**config.mk**
```make
export PLATFORM = sky130hd
export DESIGN_NAME = pirq_top
export DESIGN_NICKNAME = d
export VERILOG_FILES = /design/src/rtl/pirq_pkg.sv /design/src/rtl/pirq_edge.sv /design/src/rtl/pirq_regs.sv /design/src/rtl/pirq_line.sv /design/src/rtl/pirq_top.sv
export SDC_FILE = /design/constraint.sdc
export NUM_CORES = 1
export LEC_CHECK = 0
export CAP_MARGIN = 0
export CORE_ASPECT_RATIO = 1.2
export CORE_MARGIN = 3
export CORE_UTILIZATION = 34
export DETAILED_ROUTE_END_ITERATION = 12
export HOLD_SLACK_MARGIN = 0.02
export MAX_ROUTING_LAYER = met4
export PLACE_DENSITY = 0.86
export SYNTH_ARGS = -nofsm -noshare
export SYNTH_HDL_FRONTEND = slang
export SYNTH_SLANG_ARGS = --single-unit
```
**constraint.sdc**
```tcl
create_clock -name clk -period 3.55 [get_ports clk]
set_input_delay 0.8875 -clock clk [delete_from_list [all_inputs] [get_ports clk]]
set_output_delay 0.8875 -clock clk [all_outputs]
set_load 0.1 [all_outputs]
```
**src/rtl/pirq_pkg.sv**
```systemverilog
package pirq_pkg;

  localparam int unsigned REG_W = 32;

  typedef logic [REG_W-1:0] word_t;

  // Place the legacy event vector and the MSI event at their status bit positions.
  function automatic word_t place_events(input word_t legacy, input logic msi,
                                         input int unsigned nleg, input int unsigned lsb,
                                         input int unsigned msi_pos);
    word_t v;
    v = '0;
    for (int unsigned i = 0; i < nleg; i++) begin
      v[5'(lsb + i)] = legacy[5'(i)];
    end
    v[5'(msi_pos)] = msi;
    return v;
  endfunction

  // Set of implemented bit positions in both registers.
  function automatic word_t impl_bits(input int unsigned nleg, input int unsigned lsb,
                                      input int unsigned msi_pos);
    word_t v;
    v = '0;
    for (int unsigned i = 0; i < nleg; i++) begin
      v[5'(lsb + i)] = 1'b1;
    end
    v[5'(msi_pos)] = 1'b1;
    return v;
  endfunction

  // Pending-and-enabled reduction that feeds the interrupt line.
  function automatic logic any_enabled(input word_t status, input word_t enable);
    return |(status & enable);
  endfunction

  // Pending word next state: clear first, then set, so a set always wins.
  function automatic word_t status_next(input word_t cur, input word_t clr,
                                        input word_t set, input word_t impl);
    return ((cur & ~clr) | set) & impl;
  endfunction

endpackage

```
**src/rtl/pirq_edge.sv**
```systemverilog
module pirq_edge #(
  parameter int unsigned W = 5
) (
  input  logic         clk,
  input  logic         rst_n,
  input  logic [W-1:0] lvl,
  output logic [W-1:0] rise
);

  logic [W-1:0] prev_q;

  for (genvar g = 0; g < W; g++) begin : g_bit
    always_ff @(posedge clk or negedge rst_n) begin
      if (!rst_n) prev_q[g] <= 1'b0;
      else        prev_q[g] <= lvl[g];
    end
    assign rise[g] = lvl[g] & ~prev_q[g];
  end

endmodule

```
**src/rtl/pirq_regs.sv**
```systemverilog
module pirq_regs
  import pirq_pkg::*;
#(
  parameter int unsigned ADDR_W    = 10,
  parameter logic [ADDR_W-1:0] MASK_WORD = 10'h060,
  parameter logic [ADDR_W-1:0] STAT_WORD = 10'h061,
  parameter word_t       IMPL      = 32'h1F00_0000
) (
  input  logic              clk,
  input  logic              rst_n,
  input  logic              bus_sel,
  input  logic              bus_wr,
  input  logic [ADDR_W-1:0] bus_addr,
  input  word_t             bus_wdata,
  input  word_t             set_vec,
  output word_t             bus_rdata,
  output word_t             status_q,
  output word_t             mask_q,
  output word_t             clr_vec,
  output logic              mask_we
);

  logic  hit_mask, hit_stat, rd_en;
  word_t stat_d;

  assign hit_mask = (bus_addr == MASK_WORD);
  assign hit_stat = (bus_addr == STAT_WORD);
  assign rd_en    = bus_sel & ~bus_wr;
  assign mask_we  = bus_sel & bus_wr & hit_mask;
  assign clr_vec  = (bus_sel & bus_wr & hit_stat) ? (bus_wdata & IMPL) : '0;
  assign stat_d   = status_next(status_q, clr_vec, set_vec, IMPL);

  for (genvar g = 0; g < REG_W; g++) begin : g_bit
    if (IMPL[g]) begin : g_impl
      always_ff @(posedge clk or negedge rst_n) begin
        if (!rst_n) begin
          status_q[g] <= 1'b0;
          mask_q[g]   <= 1'b0;
        end else begin
          status_q[g] <= stat_d[g];
          if (mask_we) mask_q[g] <= bus_wdata[g];
        end
      end
    end else begin : g_tie
      assign status_q[g] = 1'b0;
      assign mask_q[g]   = 1'b0;
    end
  end

  always_comb begin
    bus_rdata = '0;
    if (rd_en && hit_mask) bus_rdata = mask_q;
    if (rd_en && hit_stat) bus_rdata = status_q;
  end

endmodule

```
**src/rtl/pirq_line.sv**
```systemverilog
module pirq_line
  import pirq_pkg::*;
(
  input  logic  clk,
  input  logic  rst_n,
  input  word_t status_q,
  input  word_t mask_q,
  output logic  irq_q
);

  always_ff @(posedge clk or negedge rst_n) begin
    if (!rst_n) irq_q <= 1'b0;
    else        irq_q <= any_enabled(status_q, mask_q);
  end

endmodule

```
**src/rtl/pirq_top.sv**
```systemverilog
module pirq_top
  import pirq_pkg::*;
#(
  parameter int unsigned ADDR_W     = 10,
  parameter int unsigned NUM_LEGACY = 4,
  parameter int unsigned LEGACY_LSB = 24,
  parameter int unsigned MSI_POS    = 28,
  parameter int unsigned MASK_BYTE  = 32'h180,
  parameter int unsigned STAT_BYTE  = 32'h184
) (
  input  logic                  clk,
  input  logic                  rst_n,
  input  logic [NUM_LEGACY-1:0] intx_evt,
  input  logic                  msi_evt,
  input  logic                  bus_sel,
  input  logic                  bus_wr,
  input  logic [ADDR_W-1:0]     bus_addr,
  input  logic [31:0]           bus_wdata,
  output logic [31:0]           bus_rdata,
  output logic                  irq_out
);

  localparam int unsigned NSRC = NUM_LEGACY + 1;
  localparam word_t IMPL_BITS = impl_bits(NUM_LEGACY, LEGACY_LSB, MSI_POS);
  localparam logic [ADDR_W-1:0] MASK_WORD = ADDR_W'(MASK_BYTE >> 2);
  localparam logic [ADDR_W-1:0] STAT_WORD = ADDR_W'(STAT_BYTE >> 2);

  // Named internal events, brought out for the bound checker.
  logic [NSRC-1:0] src_lvl, src_rise;
  word_t set_vec, clr_vec, status_q, mask_q, impl_w;
  logic  mask_we;

  assign src_lvl = {msi_evt, intx_evt};
  assign impl_w  = IMPL_BITS;
  assign set_vec = place_events(word_t'(src_rise[NUM_LEGACY-1:0]), src_rise[NUM_LEGACY],
                                NUM_LEGACY, LEGACY_LSB, MSI_POS);

  pirq_edge #(.W(NSRC)) i_edge (
    .clk  (clk),
    .rst_n(rst_n),
    .lvl  (src_lvl),
    .rise (src_rise)
  );

  pirq_regs #(
    .ADDR_W   (ADDR_W),
    .MASK_WORD(MASK_WORD),
    .STAT_WORD(STAT_WORD),
    .IMPL     (IMPL_BITS)
  ) i_regs (
    .clk      (clk),
    .rst_n    (rst_n),
    .bus_sel  (bus_sel),
    .bus_wr   (bus_wr),
    .bus_addr (bus_addr),
    .bus_wdata(bus_wdata),
    .set_vec  (set_vec),
    .bus_rdata(bus_rdata),
    .status_q (status_q),
    .mask_q   (mask_q),
    .clr_vec  (clr_vec),
    .mask_we  (mask_we)
  );

  pirq_line i_line (
    .clk     (clk),
    .rst_n   (rst_n),
    .status_q(status_q),
    .mask_q  (mask_q),
    .irq_q   (irq_out)
  );

endmodule

```
# Word-level counts from Yosys, hierarchy flattened
# Cells that the tools add are included.
# word_totals
n_memories	0
word_cells	43
latch_bits	0
mem_bits_ro	0
ff_bits	16
input_bits	51
out_inout_bits	33
mem_bits_rw	0
# classes
n_addsub	0
muxes	3
n_eq_ne	2
div	0
n_bitwise	19
reduce_logical	3
magnitude_cmp	0
n_mul	0
shift	0
# op_table
operator	count
29-bit bitwise AND	2
29-bit two-way mux	2
32-bit two-way mux	1
32-bit OR reduction	1
29-bit inverter	1
29-bit bitwise OR	1
10-bit by 7-bit == test with 1-bit output, second input constant	2
1-bit bitwise AND	9
1-bit inverter	6
1-bit logical AND	2

# Longest topological paths before layout
# Gate-level depths: netlist of run 1.
# depth
word_depth	6
mapped_depth	4
mapped_depth_nobuf	3

# By module
# Synthesis of run 1 repeated with hierarchy kept, for this count alone.
# hier_totals
cells_unflattened	206
area_unflattened_um2	1841.8
# modules_own_cells
mod	area_per_inst_um2	cells_per_inst	seq_area_each_um2	n_inst
pirq_regs	1461.4	173	250.2	1
pirq_edge	193.9	10	125.1	1
pirq_line	182.7	22	25.0	1
pirq_top	3.8	1	0.0	1

# Worst setup path after synthesis of run 1
# Ideal clock, no wire load.
# synth_path
path_kind	in2out
from	input port bus_addr[9]
to	output port bus_rdata[24]
path_slack_ps	-120
n_path_buf	0
t_arrival_ps	2783
t_required_ps	2663
cell_stages	3
path_cell_list	nor4_4 -> nand4b_1 -> nor2_1
# synth_via
elab_chain_cells	4
elab_cells_between_ends	6
cone_classes	eq/ne (2); mux (2); reduce/logical (2)
# synth_rtl
element	line_no	text
from (decl)	pirq_top.sv:17	input logic [ADDR_W-1:0] bus_addr,
10-bit by 7-bit == test with 1-bit output	pirq_regs.sv:26	assign hit_mask = (bus_addr == MASK_WORD);
1-bit logical AND	pirq_regs.sv:52	if (rd_en && hit_mask) bus_rdata = mask_q;
29-bit two-way mux	pirq_regs.sv:52	
32-bit two-way mux (*)	pirq_regs.sv:53	if (rd_en && hit_stat) bus_rdata = status_q;
to (decl)	pirq_top.sv:19	output logic [31:0] bus_rdata,
# Mark *: on every way between the ends. The rest lies on a longest branch, timed or not.

# Final worst setup path of run 1
# layout_path
from	input port bus_addr[9]
to	output port bus_rdata[25]
# The elaborated chain is that of the path after synthesis.

==> results of run 1 <==
-- where the power goes --
part | total, uW | leakage [uW] | switching (uW) | internal [uW]
Clock | 119 | 0.0000210 | 56.5 | 62.5
Combinational | 174 | 0.000406 | 144 | 30.0
Sequential | 187 | 0.000186 | 1.23 | 186
-- state kept, by name (all words and copies together) (netlist names) --
name and cells:
i_edge.prev_q 5, i_line.irq_q 1, i_regs.mask_q 5, i_regs.status_q 5
-- layout by cell type, fill, tap and decap left out, drive strengths merged --
cell	netlist	final
conb	1	27
clkdlybuf4s50	0	24
dfrtp	16	16
nor2b	6	6
buf	28	6
mux2i	5	5
nor2	5	5
inv	5	5
a221o	5	5
mux2	5	5
clkbuf	0	4
nand4	2	2
and2b	1	1
and4bb	1	1
nor4	1	1
nand4b	1	1
and2	1	1
a222oi	1	1
a22oi	1	1
nand2	1	1
-- per-stage QoR --
stage	setup WS [ns]	total power [uW]	hold WS [ns]
after floorplan	-0.1204	353.1	0.4845
after global placement	0.2362	362.7	0.5186
after detailed placement	0.1799	364.6	0.5172
after CTS	0.1712	485.4	0.5400
after global routing	0.1090	501.0	0.5650
final	0.2195	480.3	0.5336
-- kinds of logic (layout without fill, tap and decap cells) --
kind of cell / Yosys count / after routing / synth area share (%)
flops: 16 / 16 / 41.13
compound gates: 7 / 7 / 6.941
simple gates: 19 / 19 / 15.42
buf+inv: 33 / 39 / 23.26
other cells: 1 / 27 / 0.3852
mux: 10 / 10 / 12.85
-- worst reg2reg max path, stage by stage, from the launching register on --
cell and delay, ns:
dfrtp_1 0.42, a222oi_1 0.35, nand2_1 0.08
-- final cells by class --
type,count,area share [%]
flip-flops and latches,16,31.07
inverters,5,1.456
multi-input cells,63,34.47
clock buffers,4,2.816
repair buffers,30,26.99
well taps,33,3.204
-- per-layer routing --
layer / track usage [%] / part of all wire (%) / vias up
li1: - / - / 301
met1: 11.58 / 35 / 321
met2: 18.49 / 51 / 40
met3: 2.759 / 13 / 4
met4: 5.607 / 1.4 / 0
met5: - / 0 / -
-- worst paths after layout --
| kind | start | endpoint | cells after the start |
|---|---|---|---|
| worst max-delay path | bus_addr[9] | bus_rdata[25] | 5 |
| worst min-delay path | i_regs.mask_q[28] | i_line.irq_q | 2 |
| worst max register to register | i_regs.status_q[27] | i_line.irq_q | 2 |
| worst min register to register | i_regs.mask_q[28] | i_line.irq_q | 2 |
| max in group asynchronous | rst_n | i_edge.prev_q[1] | 1 |
| min in group asynchronous | rst_n | i_regs.mask_q[26] | 1 |
==> flow_metrics.py, run 1 <==
metrics = {
    "setup_path": {
        "worstPathMaxFanout": 5,
        "critPathKind": "in2out",
        "required_ns": 2.66,
        "end_kind": "output pin",
        "critPathSlowestCell": "clkdlybuf4s50_1",
        "critPathTopFamily": "simple AND/OR/NAND/NOR gates",
        "start_kind": "input pin",
        "critPathMaxStageDelay_ns": 0.45,
        "worstPathArrival_ns": 2.44,
        "r2r_setup_slack_ns": 2.57,
        "crit_path_cell_trace": "clkdlybuf4s50_1 -> nor4_4 -> nand4b_1 -> nor2_1 -> buf_12",
        "crit_buf_inv": 2,
    },
    "run_status": {
        "status": "finished, final reports clean",
    },
    "clock_tree": {
        "clock_latency_ns": 0.29,
        "hold_buffers": 0,
        "cts.sinks": 16,
        "h-tree-depth": 1,
        "cts_buffers": 3,
        "post_cts_buffers": 0,
        "clk_transition_reported_paths_ns": 0.08,
        "post_cts_resized": 0,
        "clockBufferDepth": 2,
        "cts_root_buffer": "clkbuf_4",
        "tritoncts": "built",
    },
    "routing": {
        "drtIter0Drc": 34,
        "vias": 666,
        "avgRoutedWirePerCell_um": 12.52,
        "wirelength_um": 1891,
        "first_pass_iters": 4,
        "via_per_inst": 4.411,
        "antenna_left": 0,
        "drcViolationCount": 0,
    },
    "flow_run": {
        "max_cap_viol_count": 0,
    },
    "placed_design": {
        "placed_area_mm2": 0.001252,
        "port_buffers": 29,
        "place_inst": 147,
        "place_congestion": 0.7631,
        "dp_hpwl_um": 1559,
    },
    "sta": {
        "slew_headroom_pct": 35.33,
        "period_needed_ns": 3.330,
        "max_freq_mhz": 300.3,
        "setup_viol": 0,
        "rsz0062_at_grt": "no",
        "tns_ns": 0,
        "slew_viol_final": 0,
        "hold_viol": 0,
        "worst-slew-pin-transition_ns": 0.9670,
        "clock_skew_ns": 0.008127,
        "min_period_over_period_pct": 93.82,
    },
    "final_layout": {
        "area_growth_pct": 32.39,
        "finalInstanceArea_mm2": 0.001289,
        "utilization_pct": 49.05,
        "final-seq-area_um2": 400.4,
        "drive_gt1_share_pct": 16.10,
        "fill_cells": 239,
        "nets": 170,
        "multi_input_area_um2": 444.2,
        "diodes": 0,
        "final_cells": 151,
    },
    "die": {
        "start_util_pct": 37.05,
        "die_w_um": 54.85,
        "dieHeight_um": 64.62,
        "coreArea_mm2": 0.002628,
        "io_pins": 84,
        "rows": 20,
        "design.die.area_mm2": 0.003544,
    },
    "power_and_ir_drop": {
        "power_density_mw_per_mm2": 372.7,
        "vdd_drop_max_mv": 0.1876,
        "cellLeakagePower_uw": 0.0006129,
    },
    "global_route": {
        "grt.overflow.total": 0,
        "grt_pass1_vias": 625,
        "grt_pass1_wl_um": 2725,
        "antenna_found_initial": 0,
        "grt_max_degree": 17,
        "track_usage_pct": 11.07,
    },
    "synthesis": {
        "synth_top_area_share_pct": 41.13,
        "synthTopCellsByArea": "dfrtp_1 41%, buf_4 21%, mux2_4 7.7%",
        "ys_seq_elements": 16,
        "synth_edf_count": 0,
        "synth_ff_type": "dfrtp_1",
        "synth_commonest_cells": "27 x buf_4, 16 x dfrtp_1, 6 x nor2b_1",
        "synth_warnings": 0,
        "synthDistinctLibCells": 20,
        "yosysMostFrequentCell": "buf_4",
        "syn_inst": 86,
        "yosysTopAreaCell": "dfrtp_1",
        "synthArstFlopShare_pct": 100.0,
        "syn_avg_cell_area_um2": 11.32,
        "syn_area_um2": 973.4,
        "seq_area_frac_synth_pct": 41.13,
    },
    "min_path": {
        "hold_class": "reg2reg",
    },
}
Power figures use the tool's default switching activity.
==> inputs of run 2 (changes only) <==
--- a/config.mk
+++ b/config.mk
@@ -5,6 +5,7 @@
 export SDC_FILE = /design/constraint.sdc
 export NUM_CORES = 1
 export LEC_CHECK = 0
+export ABC_CLOCK_PERIOD_IN_PS = 3900
 export CAP_MARGIN = 0
 export CORE_ASPECT_RATIO = 1.2
 export CORE_MARGIN = 3
==> constraint.sdc (replaced) <==
create_clock -name clk -period 3.9 [get_ports clk]
set_input_delay 0.975 -clock clk [delete_from_list [all_inputs] [get_ports clk]]
set_output_delay 0.975 -clock clk [all_outputs]
set_load 0.1 [all_outputs]
==> flow_metrics.py, run 2 (synthesized netlist as in run 1, its figures left out) <==
metrics = {
    "run_status": {
        "status": "finished, final reports clean",
    },
    "routing": {
        "vias": 636,
        "drtIter0Drc": 17,
        "via_per_inst": 4.240,
        "drcViolationCount": 0,
        "wirelength_um": 1957,
        "antenna_left": 0,
        "avgRoutedWirePerCell_um": 13.05,
        "first_pass_iters": 4,
    },
    "die": {
        "coreArea_mm2": 0.002628,
        "die_w_um": 54.85,
        "dieHeight_um": 64.62,
        "design.die.area_mm2": 0.003544,
        "io_pins": 84,
        "start_util_pct": 37.05,
        "rows": 20,
    },
    "placed_design": {
        "pre_cts_ws_ns": 0.2460,
        "dp_hpwl_um": 1590,
        "placed_area_mm2": 0.001245,
        "port_buffers": 29,
        "place_congestion": 0.7730,
    },
    "final_layout": {
        "final-seq-area_um2": 400.4,
        "reg_top3": "i_edge.prev_q: 5 flops, i_regs.mask_q: 5 flops, i_regs.status_q: 5 flops",
        "drive_gt1_share_pct": 15.38,
        "finalInstanceArea_mm2": 0.001281,
        "final_cell_mix": "27 x conb_1, 24 x clkdlybuf4s50_1, 16 x dfrtp_1",
        "nets": 169,
        "fill_cells": 248,
        "layout_commonest_cell": "conb_1",
        "multi_input_area_um2": 444.2,
        "diodes": 0,
        "area_growth_pct": 31.62,
    },
    "global_route": {
        "grt_pass1_vias": 636,
        "grt_pass1_wl_um": 2918,
        "track_usage_pct": 11.83,
        "grt.overflow.total": 0,
        "grt_max_degree": 17,
        "antenna_found_initial": 0,
    },
    "sta": {
        "clock_skew_ns": 0.001512,
        "period_needed_ns": 3.615,
        "slew_viol_final": 0,
        "min_period_over_period_pct": 92.70,
        "rsz0062_at_grt": "no",
        "worst-slew-pin-transition_ns": 0.9654,
        "slew_headroom_pct": 35.44,
        "max_freq_mhz": 276.6,
        "hold_viol": 0,
        "tns_ns": 0,
        "setup_viol": 0,
        "layout_setup_ws_ns": 0.2849,
    },
    "power_and_ir_drop": {
        "net-switching-power_uw": 186.4,
        "sw_frac_of_total_pct": 42.42,
        "p_int_uw": 253.0,
        "power_frac_comb_pct": 35.9,
        "vdd_drop_max_mv": 0.1565,
        "power_density_mw_per_mm2": 343.0,
        "clockPowerShare_pct": 25.3,
        "seq_power_share_pct": 38.8,
        "power.total_uw": 439.4,
        "cellLeakagePower_uw": 0.0006076,
    },
    "clock_tree": {
        "hold_buffers": 0,
        "clock_latency_ns": 0.29,
        "cts.sinks": 16,
        "cts_buffers": 3,
        "tritoncts": "built",
        "h-tree-depth": 1,
        "post_cts_resized": 0,
        "cts_root_buffer": "clkbuf_4",
        "post_cts_buffers": 0,
        "clockBufferDepth": 2,
        "clk_transition_reported_paths_ns": 0.09,
    },
    "setup_path": {
        "critPathKind": "in2out",
        "start_kind": "input pin",
        "required_ns": 2.92,
        "end_kind": "output pin",
        "worstPathArrival_ns": 2.64,
        "worstPathMaxFanout": 5,
    },
    "min_path": {
        "hold_class": "reg2reg",
    },
    "flow_run": {
        "max_cap_viol_count": 0,
    },
}
==> run 2: cell type report <==
cell class	count	area share, %
Inverter	5	1.465
Tap cell	33	3.223
Timing Repair Buffer	29	26.56
Multi-Input combinational cell	63	34.67
Sequential cell	16	31.25
Clock buffer	4	2.832
==> run 2: stage by stage <==
| stage | instances | utilization, % | hold slack, ns |
|---|---|---|---|
| after floorplan | 112 | - | 0.4845 |
| after CTS | 150 | 48.76 | 0.5484 |
| after global placement | 146 | 47.38 | 0.5177 |
| final | 150 | 48.76 | 0.5525 |
| after global routing | 150 | 48.76 | 0.5698 |
| after detailed placement | 146 | 47.38 | 0.5262 |
==> run 2: routing by layer <==
metal	GRT usage (%)	share of wire (%)	vias up
met4	5.607	1.3	0
met1	11.90	32	291
li1	-	-	301
met2	20.41	53	40
met5	-	0	-
met3	2.989	13	4
==> run 2: worst paths after layout <==
path | start | end | slack [ns] | cells past startpoint
min | i_regs.mask_q[27] | i_regs.mask_q[27] | 0.55 | 1
max | bus_addr[9] | bus_rdata[28] | 0.28 | 5
min in group asynchronous | rst_n | i_edge.prev_q[3] | 1.10 | 1
min reg2reg | i_regs.mask_q[27] | i_regs.mask_q[27] | 0.55 | 1
max reg2reg | i_regs.status_q[27] | i_line.irq_q | 2.93 | 2
max in group asynchronous | rst_n | i_regs.status_q[26] | 2.36 | 1
==> run 2: power groups by stage <==
stage          Combinational, uW  Sequential, uW  Clock, uW
6_report                     158             170        111
5_1_grt                      163             171        119
4_1_cts                      158             170        114
3_5_place_dp                 158             174          0
3_3_place_gp                 156             173          0
2_1_floorplan                145             176          0
==> run 2: worst max-delay path: stages <==
cell             delay, ns
clkdlybuf4s50_1       0.45
nor4_4                0.40
nand4b_1              0.30
nor2_1                0.30
buf_12                0.21
==> inputs of run 3 (changes only) <==
==> constraint.sdc (replaced) <==
create_clock -name clk -period 3.9 [get_ports clk]
set_input_delay 1.17 -clock clk [delete_from_list [all_inputs] [get_ports clk]]
set_output_delay 1.17 -clock clk [all_outputs]
set_load 0.1 [all_outputs]
==> flow_metrics.py, run 3 (synthesized netlist as in run 1, its figures left out) <==
metrics = {
    "routing": {
        "drcViolationCount": 0,
        "avgRoutedWirePerCell_um": 12.82,
        "via_per_inst": 4.292,
        "antenna_left": 0,
        "wirelength_um": 1975,
        "drtIter0Drc": 11,
        "vias": 661,
        "first_pass_iters": 4,
    },
    "clock_tree": {
        "cts_buffers": 3,
        "clock_latency_ns": 0.29,
        "clockBufferDepth": 2,
        "clk_transition_reported_paths_ns": 0.09,
        "cts_root_buffer": "clkbuf_4",
        "hold_buffers": 0,
        "cts.sinks": 16,
        "h-tree-depth": 1,
        "tritoncts": "built",
    },
    "final_layout": {
        "finalInstanceArea_mm2": 0.001316,
        "diodes": 0,
        "area_growth_pct": 35.22,
        "layout_commonest_cell": "conb_1",
        "final_cell_mix": "27 x conb_1, 24 x clkdlybuf4s50_1, 16 x dfrtp_1",
        "reg_top3": "i_edge.prev_q: 5 flops, i_regs.mask_q: 5 flops, i_regs.status_q: 5 flops",
        "utilization_pct": 50.10,
        "final_cells": 154,
        "nets": 173,
        "drive_gt1_share_pct": 19.83,
    },
    "die": {
        "rows": 20,
        "dieHeight_um": 64.62,
        "die_w_um": 54.85,
        "io_pins": 84,
        "coreArea_mm2": 0.002628,
        "start_util_pct": 37.05,
        "design.die.area_mm2": 0.003544,
    },
    "setup_path": {
        "crit_buf_inv": 3,
        "worstPathArrival_ns": 2.63,
        "worstPathMaxFanout": 5,
        "crit_path_cell_trace": "clkdlybuf4s50_1 -> nor4_4 -> nand4b_1 -> buf_4 -> nor2_1 -> buf_12",
        "critPathMaxStageDelay_ns": 0.45,
        "start_kind": "input pin",
        "r2r_setup_slack_ns": 2.94,
        "critPathTopFamily": "buffers and inverters",
        "required_ns": 2.73,
        "path_depth": 6,
        "critPathKind": "in2out",
        "critPathSlowestCell": "clkdlybuf4s50_1",
        "end_kind": "output pin",
        "ff2ff_path_depth": 2,
    },
    "global_route": {
        "grt_pass1_wl_um": 3008,
        "track_usage_pct": 12.12,
        "grt_max_degree": 17,
        "grt_pass1_vias": 683,
        "grt.overflow.total": 0,
        "antenna_found_initial": 0,
    },
    "sta": {
        "worst-slew-pin-transition_ns": 0.9649,
        "setup_viol": 0,
        "slew_headroom_pct": 35.47,
        "hold_viol": 0,
        "min_period_over_period_pct": 97.45,
        "period_needed_ns": 3.801,
        "slew_viol_final": 0,
        "rsz0062_at_grt": "no",
        "max_freq_mhz": 263.1,
        "clock_skew_ns": 0.002692,
    },
    "power_and_ir_drop": {
        "cellLeakagePower_uw": 0.0006270,
        "vdd_drop_max_mv": 0.1321,
        "power_density_mw_per_mm2": 334.8,
    },
    "run_status": {
        "status": "finished, final reports clean",
    },
    "placed_design": {
        "place_inst": 149,
        "place_congestion": 0.7795,
        "dp_hpwl_um": 1606,
        "placed_area_mm2": 0.001267,
        "port_buffers": 29,
    },
    "flow_run": {
        "max_cap_viol_count": 0,
    },
    "min_path": {
        "hold_depth": 2,
        "hold_class": "reg2reg",
    },
}
run 3: changes by cell type in the layout (fill, tap and decap cells not counted), sizes merged:
cell / before / now
buf: 5 / 9
run 3: routing by layer:
metal / vias to the layer above / wire length (um) / share of wire (%) / GRT usage (%)
met5: - / 0 / 0 / -
met4: 0 / 25 / 1.3 / 6.542
met3: 4 / 251 / 13 / 3.218
met2: 42 / 1042 / 53 / 20.27
met1: 307 / 655 / 33 / 12.34
li1: 308 / - / - / -
run 3: report_power, final:
group          total (uW)  switching (uW)  leakage [uW]  internal, uW
combinational         160             132      0.000420          28.3
sequential            170            1.10      0.000186           169
clock                 110            53.6     0.0000210          56.9
run 3: repair_timing:
| item | in CTS | in global routing |
|---|---|---|
| buffers inserted | 0 | 1 |
| setup endpoints to repair | 0 | 5 |
| resized for setup | 0 | 2 |
run 3: final timing paths:
check / start / endpoint
max reg2reg: i_regs.status_q[27] / i_line.irq_q
max: bus_addr[9] / bus_rdata[24]
max in group asynchronous: rst_n / i_edge.prev_q[4]
min in group asynchronous: rst_n / i_regs.mask_q[26]
min reg2reg: i_regs.mask_q[28] / i_line.irq_q
min: i_regs.mask_q[28] / i_line.irq_q
run 3: per-stage QoR:
step / setup slack, ns / hold WS (ns) / TNS, ns / total power, uW
final: 0.09937 / 0.5545 / 0 / 440.6
after global placement: 0.02872 / 0.5161 / 0 / 331.2
after detailed placement: 0.002447 / 0.5304 / 0 / 333.3
after global routing: 0.01651 / 0.5756 / 0 / 456.7
after floorplan: -0.3354 / 0.4845 / -1.677 / 321.5
after CTS: 0.004645 / 0.5539 / 0 / 444.1
run 3: worst reg2reg max path: stages (launching register included):
cell	delay, ns
dfrtp_1	0.42
a222oi_1	0.34
nand2_1	0.08
run 3: final cells by class:
| class | instances | area [um2] |
|---|---|---|
| well taps | 33 | 41.29 |
| repair buffers | 33 | 370.4 |
| fillers | 243 | 1311 |
| inverters | 5 | 18.77 |
| flip-flops and latches | 16 | 400.4 |
| clock buffers | 4 | 36.28 |
| multi-input cells | 63 | 449.2 |
